===== src/rtl/bra_pkg.sv =====
package bra_pkg;
   typedef logic [2:0] cti_t;
   typedef logic [1:0] bte_t;

   localparam cti_t CTI_CLASSIC = 3'b000;
   localparam bte_t BTE_LINEAR  = 2'b00;

   function automatic bit width_ok(input int w);
      return (w == 8) || (w == 16) || (w == 32) || (w == 64);
   endfunction
endpackage


===== src/rtl/bra_init_adapt.sv =====
module bra_init_adapt
   import bra_pkg::*;
#(
   parameter int DATA_W    = 32,
   parameter int BUS_GRAN  = 8,
   parameter int GRAN_LOG2 = 0,
   parameter bit HAS_LOCK  = 1'b1,
   parameter bit HAS_CTI   = 1'b1,
   parameter bit HAS_BTE   = 1'b1
) (
   input  logic                         cyc_i,
   input  logic                         lock_i,
   input  cti_t                         cti_i,
   input  bte_t                         bte_i,
   input  logic [DATA_W/BUS_GRAN-1:0]   sel_i,
   output logic                         lock_o,
   output cti_t                         cti_o,
   output bte_t                         bte_o,
   output logic [DATA_W/BUS_GRAN-1:0]   sel_o
);
   localparam int SEL_W  = DATA_W / BUS_GRAN;
   localparam int USED_W = SEL_W >> GRAN_LOG2;

   // lock substitution
   if (HAS_LOCK) begin : g_lock
      assign lock_o = lock_i;
   end else begin : g_lock_dflt
      logic unused_lock;
      assign unused_lock = lock_i;
      assign lock_o      = cyc_i;
   end

   if (HAS_CTI) begin : g_cti
      assign cti_o = cti_i;
   end else begin : g_cti_dflt
      logic unused_cti;
      assign unused_cti = ^cti_i;
      assign cti_o      = CTI_CLASSIC;
   end

   if (HAS_BTE) begin : g_bte
      assign bte_o = bte_i;
   end else begin : g_bte_dflt
      logic unused_bte;
      assign unused_bte = ^bte_i;
      assign bte_o      = BTE_LINEAR;
   end

   // select lane widening
   for (genvar j = 0; j < SEL_W; j++) begin : g_lane
      assign sel_o[j] = sel_i[j >> GRAN_LOG2];
   end

   if (GRAN_LOG2 > 0) begin : g_sel_spare
      logic unused_sel;
      assign unused_sel = ^sel_i[SEL_W-1:USED_W];
   end
endmodule


===== src/rtl/bra_rr_pick.sv =====
module bra_rr_pick #(
   parameter int N_INIT = 3,
   localparam int GW    = $clog2(N_INIT)
) (
   input  logic [GW-1:0]     cur_i,
   input  logic [N_INIT-1:0] req_i,
   input  logic              hold_i,
   output logic [GW-1:0]     next_o
);
   logic          found;
   logic [GW-1:0] cand;

   always_comb begin
      cand  = cur_i;
      found = 1'b0;
      for (int k = 1; k <= N_INIT; k++) begin
         int idx;
         idx = (int'(cur_i) + k) % N_INIT;
         if (!found && req_i[idx]) begin
            cand  = GW'(idx);
            found = 1'b1;
         end
      end
      next_o = hold_i ? cur_i : cand;
   end
endmodule


===== src/rtl/bus_rr_arbiter.sv =====
module bus_rr_arbiter
   import bra_pkg::*;
#(
   parameter int                  N_INIT         = 3,
   parameter int                  ADDR_W         = 30,
   parameter int                  DATA_W         = 32,
   parameter int                  BUS_GRAN       = 8,
   parameter logic [2*N_INIT-1:0] INIT_GRAN_LOG2 = '0,
   parameter logic [N_INIT-1:0]   INIT_HAS_LOCK  = '1,
   parameter logic [N_INIT-1:0]   INIT_HAS_CTI   = '1,
   parameter logic [N_INIT-1:0]   INIT_HAS_BTE   = '1,
   parameter bit                  HAS_BUS_STALL  = 1'b1,
   localparam int                 SEL_W          = DATA_W / BUS_GRAN
) (
   input  logic                       clk,
   input  logic                       rst,
   input  logic [N_INIT-1:0]          init_cyc,
   input  logic [N_INIT-1:0]          init_stb,
   input  logic [N_INIT-1:0]          init_we,
   input  logic [N_INIT-1:0]          init_lock,
   input  logic [N_INIT*ADDR_W-1:0]   init_adr,
   input  logic [N_INIT*DATA_W-1:0]   init_dat_w,
   input  logic [N_INIT*SEL_W-1:0]    init_sel,
   input  logic [N_INIT*3-1:0]        init_cti,
   input  logic [N_INIT*2-1:0]        init_bte,
   output logic [N_INIT*DATA_W-1:0]   init_dat_r,
   output logic [N_INIT-1:0]          init_ack,
   output logic [N_INIT-1:0]          init_err,
   output logic [N_INIT-1:0]          init_rty,
   output logic [N_INIT-1:0]          init_stall,
   output logic [ADDR_W-1:0]          bus_adr,
   output logic [DATA_W-1:0]          bus_dat_w,
   output logic [SEL_W-1:0]           bus_sel,
   output logic                       bus_cyc,
   output logic                       bus_stb,
   output logic                       bus_we,
   output logic                       bus_lock,
   output logic [2:0]                 bus_cti,
   output logic [1:0]                 bus_bte,
   input  logic [DATA_W-1:0]          bus_dat_r,
   input  logic                       bus_ack,
   input  logic                       bus_err,
   input  logic                       bus_rty,
   input  logic                       bus_stall
);
   localparam int GW = $clog2(N_INIT);

   // R11 parameter legality
   initial begin
      assert (N_INIT >= 2) else $error("R11: need at least two initiators");
      assert (width_ok(DATA_W)) else $error("R11: bad data width %0d", DATA_W);
      assert (width_ok(BUS_GRAN) && BUS_GRAN <= DATA_W)
         else $error("R11: bad bus granularity %0d", BUS_GRAN);
   end

   logic [N_INIT-1:0]       lock_eff;
   logic [N_INIT-1:0][2:0]  cti_eff;
   logic [N_INIT-1:0][1:0]  bte_eff;
   logic [N_INIT-1:0][SEL_W-1:0] sel_eff;
   logic [N_INIT-1:0]       gsel;

   logic [GW-1:0] grant_q;
   logic [GW-1:0] grant_d;
   logic          cur_cyc, cur_stb, cur_lock, hold;

   for (genvar i = 0; i < N_INIT; i++) begin : g_init
      localparam int GL = int'(INIT_GRAN_LOG2[2*i +: 2]);

      initial begin
         assert (width_ok(BUS_GRAN << GL) && (BUS_GRAN << GL) <= DATA_W)
            else $error("R11: initiator %0d granularity too wide", i);
      end

      bra_init_adapt #(
         .DATA_W   (DATA_W),
         .BUS_GRAN (BUS_GRAN),
         .GRAN_LOG2(GL),
         .HAS_LOCK (INIT_HAS_LOCK[i]),
         .HAS_CTI  (INIT_HAS_CTI[i]),
         .HAS_BTE  (INIT_HAS_BTE[i])
      ) i_adapt (
         .cyc_i (init_cyc[i]),
         .lock_i(init_lock[i]),
         .cti_i (init_cti[3*i +: 3]),
         .bte_i (init_bte[2*i +: 2]),
         .sel_i (init_sel[SEL_W*i +: SEL_W]),
         .lock_o(lock_eff[i]),
         .cti_o (cti_eff[i]),
         .bte_o (bte_eff[i]),
         .sel_o (sel_eff[i])
      );

      assign gsel[i] = (grant_q == GW'(i));

      // response routing
      assign init_ack[i] = gsel[i] & bus_ack;
      assign init_err[i] = gsel[i] & bus_err;
      assign init_rty[i] = gsel[i] & bus_rty;
      assign init_dat_r[DATA_W*i +: DATA_W] = gsel[i] ? bus_dat_r : '0;
   end

   // stall source
   logic stall_src;
   if (HAS_BUS_STALL) begin : g_stall
      assign stall_src = bus_stall;
   end else begin : g_stall_emul
      logic unused_stall;
      assign unused_stall = bus_stall;
      assign stall_src    = ~bus_ack;
   end

   for (genvar i = 0; i < N_INIT; i++) begin : g_stall_out
      assign init_stall[i] = gsel[i] ? stall_src : 1'b1;
   end

   // forward path multiplexer
   always_comb begin
      bus_adr   = '0;
      bus_dat_w = '0;
      bus_sel   = '0;
      bus_cyc   = 1'b0;
      bus_stb   = 1'b0;
      bus_we    = 1'b0;
      bus_lock  = 1'b0;
      bus_cti   = CTI_CLASSIC;
      bus_bte   = BTE_LINEAR;
      for (int i = 0; i < N_INIT; i++) begin
         if (gsel[i]) begin
            bus_adr   = init_adr[ADDR_W*i +: ADDR_W];
            bus_dat_w = init_dat_w[DATA_W*i +: DATA_W];
            bus_sel   = sel_eff[i];
            bus_cyc   = init_cyc[i];
            bus_stb   = init_stb[i];
            bus_we    = init_we[i];
            bus_lock  = lock_eff[i];
            bus_cti   = cti_eff[i];
            bus_bte   = bte_eff[i];
         end
      end
   end

   assign cur_cyc  = bus_cyc;
   assign cur_stb  = bus_stb;
   assign cur_lock = bus_lock;
   assign hold     = cur_cyc & (cur_lock | cur_stb);

   bra_rr_pick #(.N_INIT(N_INIT)) i_pick (
      .cur_i (grant_q),
      .req_i (init_cyc),
      .hold_i(hold),
      .next_o(grant_d)
   );

   always_ff @(posedge clk) begin
      if (rst) grant_q <= '0;
      else     grant_q <= grant_d;
   end

   // assertions
   p_hold_r3: assert property (@(posedge clk) disable iff (rst)
      (cur_cyc && (cur_lock || cur_stb)) |=> $stable(grant_q));

   p_release_r4: assert property (@(posedge clk) disable iff (rst)
      (cur_cyc && !cur_lock && !cur_stb && $countones(init_cyc) > 1)
         |=> !$stable(grant_q));

   p_idle_keep_r5: assert property (@(posedge clk) disable iff (rst)
      (init_cyc == '0) |=> $stable(grant_q));

   p_resp_onehot_r6: assert property (@(posedge clk) disable iff (rst)
      $onehot0(init_ack) && $onehot0(init_err) && $onehot0(init_rty));

   p_stall_others_r7: assert property (@(posedge clk) disable iff (rst)
      $countones(init_stall) >= N_INIT - 1);

   p_bus_cyc_src_r2: assert property (@(posedge clk) disable iff (rst)
      bus_cyc |-> (init_cyc != '0));
endmodule


===== config.mk =====
export PLATFORM = sky130hd
export DESIGN_NAME = bus_rr_arbiter
export DESIGN_NICKNAME = d
export VERILOG_FILES = /design/src/rtl/bra_pkg.sv /design/src/rtl/bra_init_adapt.sv /design/src/rtl/bra_rr_pick.sv /design/src/rtl/bus_rr_arbiter.sv
export SDC_FILE = /design/constraint.sdc
export NUM_CORES = 1
export LEC_CHECK = 0
export ABC_AREA = 0
export CAP_MARGIN = 0
export CORE_AREA = 3 3 174 176
export CTS_BUF_LIST = sky130_fd_sc_hd__clkbuf_2 sky130_fd_sc_hd__clkbuf_4 sky130_fd_sc_hd__clkbuf_8
export DETAILED_ROUTE_END_ITERATION = 16
export DIE_AREA = 0 0 177 179
export GPL_TIMING_DRIVEN = 1
export SLEW_MARGIN = 20
export SYNTH_ARGS = -nofsm -noshare
export SYNTH_HDL_FRONTEND = slang
export SYNTH_SLANG_ARGS = --single-unit

===== constraint.sdc =====
create_clock -name clk -period 5.2 [get_ports clk]
set_input_delay 0.52 -clock clk [delete_from_list [all_inputs] [get_ports clk]]
set_output_delay 0.52 -clock clk [all_outputs]
set_load 0.02 [all_outputs]

==> impl_summary.log, run 1 <==
INFO  metric run_status = finished clean
INFO  metric hpwlAfterDp = 16200 µm
INFO  metric met1_usage = 0.114
INFO  metric final-seq-area = 40.0 µm²
INFO  metric met3_usage = 0.0354
INFO  metric grt_setup_unrepaired = no
INFO  metric lkg_pwr = 0.00255 µW
INFO  metric path_clk_slew = 0.03 ns
INFO  metric route.antenna.remaining_nets = 0
INFO  metric cp_max_fo = 54
INFO  metric layout-drive-gt1-share = 0.0169
INFO  metric start_kind = flop
INFO  metric post_synthesis_register_bit_count = 2
INFO  metric rows = 62
INFO  metric main_combinational_cell_family_by_area_after_synthesis = compound AO/OA/AOI/OAI gates
INFO  metric cp_slowest_cell = sky130_fd_sc_hd__clkdlybuf4s50_1
INFO  metric area_of_the_placeable_core = 28800 µm²
INFO  metric yosys_warnings = 0
INFO  metric grt_most_used_layer = met2
INFO  metric clock_buffer_count_from_cts = 3
INFO  metric largest_registers = grant_q x2
INFO  metric cts_post_setup_buffers_inserted = 0
INFO  metric synth_cell_types = 28
INFO  metric gp_congestion = 0.774
INFO  metric detail_route.wl_per_cell = 16.1 µm
INFO  metric clock_tree.root_cell = sky130_fd_sc_hd__clkbuf_8
INFO  metric hold_wc_path_type = reg2reg
INFO  metric globalRouteMet2Util = 0.199
INFO  metric timing_max_transition_violations_final = 0
INFO  metric fin_setup_tns = 0 ns
INFO  metric layout_min_cycle_time = 3.40 ns
INFO  metric drt_drc_violations_left = 0
INFO  metric synthesis.area = 2420 µm²
INFO  metric utilization = 0.254
INFO  metric synth_cells = 419
INFO  metric synth-xor-area-share = 0
INFO  metric cts_resized = 0
INFO  metric grt_pass1_vias = 4553
INFO  metric postPlaceCellArea = 7260 µm²
INFO  metric worst-setup-path-type = reg2out
INFO  metric area_occupied_by_multi_input_gates = 2200 µm²
INFO  metric final_hold_viol_count = 0
INFO  metric timing.critical_path.required = 4.68 ns
INFO  metric place.port_buffers = 445
INFO  metric synth.net_count = 687
INFO  metric crit_path_end_kind = output pin
INFO  metric path_buf_inv = 3
INFO  metric worst_slew_pin_slew = 0.681 ns
INFO  metric inserted_diodes = 0
INFO  metric pwr_cell_area = 529 nW/µm²
INFO  metric timing.clock.skew = 0.00123 ns
INFO  metric synth.area.mux_share = 0.0150
INFO  metric die_height = 179 µm
INFO  metric finalInstanceArea = 7300 µm²
INFO  metric detailedRoute.firstPassIterationCount = 4
INFO  metric fp.dieW = 177 µm
INFO  metric drt-initial-drc-count = 143
INFO  metric clk_latency = 0.21 ns
INFO  metric synth_compound_gate_area_share = 0.436
INFO  metric sequential_to_total_area_share_from_yosys_stat = 0.0165
INFO  metric initial_antenna_violation_count = 2
INFO  metric clock_tree_from_tritoncts = built
INFO  metric totalWireLength = 19400 µm
INFO  metric worst_path_largest_cell_delay = 0.71 ns
INFO  metric floorplan.io_pins = 446
INFO  metric routed_via_density = 3.83
INFO  metric fillCellCount = 3152
INFO  metric first_pass_grt_wire_length = 26000 µm
INFO  metric detailroute.via_count = 4639
INFO  metric clock-sinks = 2
INFO  metric period_share = 0.653
INFO  metric placedCellCount = 1208
INFO  metric max-clock-path-buffers = 2
INFO  metric critical_path_arrival = 2.88 ns
INFO  metric slew_headroom = 0.546
INFO  metric worst_path_dominant_cell_family = buffers and inverters
INFO  metric cts-htree-levels = 1
INFO  metric synth_adder_area_share = 0.0259
INFO  metric largest_reg_flops = 2
INFO  metric flow.area_growth_from_synthesis = 202%
INFO  metric globalRouteTotalUtil = 0.105
INFO  metric final-setup-viol-count = 0
INFO  metric cts-hold-fix-buffers = 0
INFO  metric power.ir.vdd_worst = 0.273 mV
INFO  metric die_area = 31700 µm²
INFO  metric grt_overflow_total = 0
INFO  metric synth-simple-area-share = 0.418
INFO  metric num-nets-final = 1097
INFO  metric crit_chain = inv_1, ha_4, buf_4, a22oi_1, o21ai_0, clkdlybuf4s50_1
INFO  metric timing.fmax = 0.295 GHz
INFO  metric fin_cells = 1211
INFO  metric largest-register = grant_q
INFO  metric max_cap_violation_count = 0
INFO  metric postSynthAreaPerCell = 5.78 µm²
INFO  metric initial_core_utilization = 0.0841
INFO  metric grt_start_max_net_pins = 88
-- layout by cell type (no fill, tap or decap), drive strengths merged, types with 2 or more instances in the layout --
master         netlist  layout
nand3b               5       5
a21oi                6       6
ha                   5       5
nand2               73      73
a22oi               73      73
nand2b               4       4
o32ai                2       2
inv                  6       6
o21ai               75      75
clkbuf              44       3
dfxtp                2       2
buf                  3       7
o211ai               2       2
clkdlybuf4s50        0     445
a2bb2oi              2       2
and2               105     105
mux2                 2       2
-- metrics by stage --
step	power [µW]	worst slack (ns)	hold slack (ns)
floorplan	1980	2.71	0.544
global placement	3830	1.89	0.652
detailed placement	3840	1.87	0.671
CTS	3910	1.65	0.677
global route	4130	1.52	0.707
finish	3860	1.80	0.662
-- report_power, final --
group	switching [µW]	total (µW)	internal [µW]
registers	7.96	30.7	22.8
clock network	10.4	59.2	48.8
logic	2040	3770	1730
total	2060	3860	1800
-- final cells by class --
type,count,share of cell area
timing repair buffer,452,0.619
multi-input combinational,364,0.301
tap,384,0.0658
clock buffer,3,0.00566
sequential,2,0.00548
inverter,6,0.00308
-- path summary, 6_finish.rpt --
kind	depth (start not counted)	to	slack [ns]	start
worst min-delay path	2	grant_q[1]	0.66	grant_q[1]
worst max-delay path	6	bus_adr[25]	1.80	grant_q[1]
worst min register to register	2	grant_q[1]	0.66	grant_q[1]
worst max register to register	8	grant_q[1]	2.59	grant_q[1]
-- metal layers --
layer  vias to the layer above  share of wire
li1                       2287              -
met1                      2036           0.36
met2                       298           0.51
met3                        14           0.12
met4                         4          0.011
met5                         -         0.0014
-- kinds of logic after synthesis --
family	count (synthesis)
buffers and inverters	53
AO/OA/AOI/OAI	166
AND/OR/NAND/NOR	190
adder cells (fa/ha/maj)	5
multiplexers	3
flip-flops	2
-- worst register-to-register path, cell delays in order, from the launching register on --
cell	delay, ns
sky130_fd_sc_hd__dfxtp_1	0.33
sky130_fd_sc_hd__inv_1	0.15
sky130_fd_sc_hd__ha_4	0.55
sky130_fd_sc_hd__buf_4	0.52
sky130_fd_sc_hd__nand3b_1	0.18
sky130_fd_sc_hd__a2bb2oi_1	0.08
sky130_fd_sc_hd__o21ai_0	0.33
sky130_fd_sc_hd__a21boi_1	0.25
sky130_fd_sc_hd__o32ai_1	0.10
-- cells in the mapped netlist --
library cell | n | share of area
sky130_fd_sc_hd__and2_1 | 105 | 0.27
sky130_fd_sc_hd__o21ai_0 | 75 | 0.16
sky130_fd_sc_hd__a22oi_1 | 73 | 0.23
sky130_fd_sc_hd__nand2_1 | 73 | 0.11
sky130_fd_sc_hd__clkbuf_1 | 44 | 0.068
sky130_fd_sc_hd__a21oi_1 | 6 | 0.012
sky130_fd_sc_hd__inv_1 | 6 | 0.0093
sky130_fd_sc_hd__ha_1 | 5 | 0.026
sky130_fd_sc_hd__nand3b_1 | 5 | 0.016
sky130_fd_sc_hd__nand2b_1 | 4 | 0.010
sky130_fd_sc_hd__a2bb2oi_1 | 2 | 0.0072
sky130_fd_sc_hd__buf_6 | 2 | 0.0093
sky130_fd_sc_hd__dfxtp_1 | 2 | 0.017
sky130_fd_sc_hd__o211ai_1 | 2 | 0.0062
sky130_fd_sc_hd__o32ai_1 | 2 | 0.0072
sky130_fd_sc_hd__a21boi_1 | 1 | 0.0031
sky130_fd_sc_hd__a21o_1 | 1 | 0.0031
sky130_fd_sc_hd__a221oi_1 | 1 | 0.0036
sky130_fd_sc_hd__a222oi_1 | 1 | 0.0041
sky130_fd_sc_hd__a22o_1 | 1 | 0.0036
sky130_fd_sc_hd__a311oi_1 | 1 | 0.0036
sky130_fd_sc_hd__buf_2 | 1 | 0.0021
sky130_fd_sc_hd__mux2_1 | 1 | 0.0047
sky130_fd_sc_hd__mux2_4 | 1 | 0.0062
sky130_fd_sc_hd__mux2i_1 | 1 | 0.0041
sky130_fd_sc_hd__nor2_1 | 1 | 0.0015
sky130_fd_sc_hd__nor2b_1 | 1 | 0.0026
sky130_fd_sc_hd__nor3b_1 | 1 | 0.0031
Power figures use the tool's default switching activity.
==> run 2, diff against run 1 <==
- CORE_AREA: 3 3 174 176 -> 3 3 172 174
- DIE_AREA: 0 0 177 179 -> 0 0 175 177
- clock period: 5.2 -> 3.5 ns (I/O delays scaled with it)
==> run 2 against run 1 <==
  * Core utilization up 0.94 points
  * First-iteration DRC count up 2.1%
  * Non-clock buffer count up 1
  * Power up 51%
  * Via count up 2.2%
  * Combinational power up 51%
  * Global-route usage up 0.86 points
  * Clock power up 53%
  * Die area down 2.2%
  * Clock-buffer cell count unchanged
  * Critical path depth up 1
  * Largest cell class unchanged
  * Highest routed layer is now met4
==> impl_summary.log, run 2 (synthesis results as in run 1) <==
INFO  metric run_status = finished clean
INFO  metric num-nets-final = 1098 (+0.091%)
INFO  metric reg_to_reg_critical_path_startpoint = grant_q[0]
INFO  metric grt_pass1_vias = 4888 (+7.4%)
INFO  metric layout_min_cycle_time = 2.95 ns
INFO  metric holdCritStartpoint = grant_q[1]
INFO  metric cts_resized = 0 (unchanged)
INFO  metric max_cap_violation_count = 0 (unchanged)
INFO  metric grt_start_max_net_pins = 118 (+34%)
INFO  metric timing.fmax = 0.339 GHz
INFO  metric largest_reg_flops = 2 (unchanged)
INFO  metric final_hold_viol_count = 0 (unchanged)
INFO  metric totalWireLength = 19800 µm (+1.8%)
INFO  metric die_area = 31000 µm² (-2.2%)
INFO  metric period_share = 0.842
INFO  metric route.antenna.remaining_nets = 0 (unchanged)
INFO  metric cp_max_fo = 34 (-37%)
INFO  metric power.ir.vdd_worst = 0.362 mV (+32%)
INFO  metric hold_wc_path_type = reg2reg
INFO  metric postPlaceCellArea = 7310 µm² (+0.66%)
INFO  metric globalRouteTotalUtil = 0.113 (+0.00861)
INFO  metric detail_route.wl_per_cell = 16.4 µm (+2.2%)
INFO  metric dpl_worst_slack = 0.726 ns (-1.14 ns)
INFO  metric layout-drive-gt1-share = 0.0193 (+0.00240)
INFO  metric layout_common_cells = sky130_fd_sc_hd__clkdlybuf4s50_1, sky130_fd_sc_hd__and2_1, sky130_fd_sc_hd__o21ai_0
INFO  metric hpwlAfterDp = 16500 µm (+1.8%)
INFO  metric worst-setup-path-type = reg2out
INFO  metric lkg_pwr = 0.00257 µW (+0.87%)
INFO  metric worst_hold_path.num_cells = 2 (unchanged)
INFO  metric timing.reg2reg.setup_slack = 1.02 ns (-1.57 ns)
INFO  metric die_height = 177 µm (-1.1%)
INFO  metric hold_end = grant_q[1]
INFO  metric grt_setup_unrepaired = no
INFO  metric clock_buffer_count_from_cts = 3 (unchanged)
INFO  metric setup_ws = 0.553 ns (-1.25 ns)
INFO  metric cts-hold-fix-buffers = 0 (unchanged)
INFO  metric first_pass_grt_wire_length = 28000 µm (+7.7%)
INFO  metric depth_of_the_most_critical_reg_to_reg_path = 7 (-1)
INFO  metric start_kind = flop
INFO  metric timing_max_transition_violations_final = 0 (unchanged)
INFO  metric clk_latency = 0.21 ns (about the same)
INFO  metric pwr_cell_area = 795 nW/µm² (+50%)
INFO  metric finalInstanceArea = 7350 µm² (+0.65%)
INFO  metric area_of_the_placeable_core = 27900 µm² (-2.9%)
INFO  metric detailroute.via_count = 4740 (+2.2%)
INFO  metric utilization = 0.263 (+0.00938)
INFO  metric finalHoldWorstSlack = 0.665 ns (+0.00330 ns)
INFO  metric routed_via_density = 3.93 (+2.6%)
INFO  metric detailedRoute.firstPassIterationCount = 4 (unchanged)
INFO  metric final-setup-viol-count = 0 (unchanged)
INFO  metric largest_registers = grant_q x2
INFO  metric gp_congestion = 0.749 (-3.3%)
INFO  metric timing.clock.skew = 0.00433 ns (+0.00310 ns)
INFO  metric timing.critical_path.required = 3.15 ns (-1.53 ns)
INFO  metric clock_tree_from_tritoncts = built
INFO  metric fp.dieW = 175 µm (-1.1%)
INFO  metric drt-initial-drc-count = 146 (+2.1%)
INFO  metric cts_post_setup_buffers_inserted = 0 (unchanged)
INFO  metric drt_drc_violations_left = 0 (unchanged)
INFO  metric reg2reg_to = grant_q[0]
INFO  metric floorplan.io_pins = 446 (unchanged)
INFO  metric clock_tree.root_cell = sky130_fd_sc_hd__clkbuf_8
INFO  metric slew_headroom = 0.549 (+0.00283)
INFO  metric initial_core_utilization = 0.0866 (+0.00255)
INFO  metric flow.area_growth_from_synthesis = 204%
INFO  metric path_clk_slew = 0.03 ns (about the same)
INFO  metric grt_overflow_total = 0 (unchanged)
INFO  metric fin_setup_tns = 0 ns (unchanged)
INFO  metric clock-sinks = 2 (unchanged)
INFO  metric crit_path_end_kind = output pin
INFO  metric mostFrequentLayoutCell = sky130_fd_sc_hd__clkdlybuf4s50_1
INFO  metric cts-htree-levels = 1 (unchanged)
INFO  metric inserted_diodes = 0 (unchanged)
INFO  metric place.port_buffers = 445 (unchanged)
INFO  metric critical_path_arrival = 2.60 ns (-0.28 ns)
INFO  metric worst_slew_pin_slew = 0.677 ns (-0.00424 ns)
INFO  metric initial_antenna_violation_count = 0 (-2)
INFO  metric max-clock-path-buffers = 2 (unchanged)
INFO  metric rows = 61 (-1.6%)
INFO  metric largest-register = grant_q
-- run 2: report_power, final --
part	switching (µW)	total [µW]	internal (µW)
sequential	11.7	45.5	33.8
clock	17.9	90.6	72.7
combinational	3060	5710	2640
total	3090	5840	2750
-- run 2: worst max path at each step --
stage,from,to
3_5_place_dp,grant_q[0],bus_adr[7]
6_report,grant_q[0],bus_adr[7]
5_1_grt,grant_q[1],bus_adr[7]
3_3_place_gp,grant_q[0],bus_adr[7]
4_1_cts,grant_q[0],bus_adr[7]
2_1_floorplan,grant_q[1],bus_adr[0]
-- run 2: final cells by class --
| type | instances | area, µm² |
|---|---|---|
| tap | 378 | 473 |
| timing repair buffer | 453 | 4570 |
| fill | 3079 | 20600 |
| inverter | 6 | 22.5 |
| sequential | 2 | 40.0 |
| clock buffer | 3 | 41.3 |
| multi-input combinational | 364 | 2200 |
-- run 2: stage by stage --
stage               total power (µW)  instances
floorplan                       2930        419
CTS                             5920       1206
detailed placement              5810       1203
global route                    6250       1206
finish                          5840       1206
global placement                5800       1203
-- run 2: critical path, cell delays in order (launching register included) --
cell and delay, ns:
sky130_fd_sc_hd__dfxtp_1 0.33, sky130_fd_sc_hd__inv_1 0.17, sky130_fd_sc_hd__ha_1 0.20, sky130_fd_sc_hd__nor2b_4 0.38, sky130_fd_sc_hd__buf_12 0.25, sky130_fd_sc_hd__a22oi_1 0.09
sky130_fd_sc_hd__o21ai_0 0.28, sky130_fd_sc_hd__clkdlybuf4s50_1 0.67
-- run 2: layer usage --
layer  track usage  wire [µm]  up-vias
met5             0          0        -
met4        0.0153        198        0
met3        0.0350       2050        8
met2         0.225      10400      297
met1         0.119       7130     2143
li1              -          -     2292
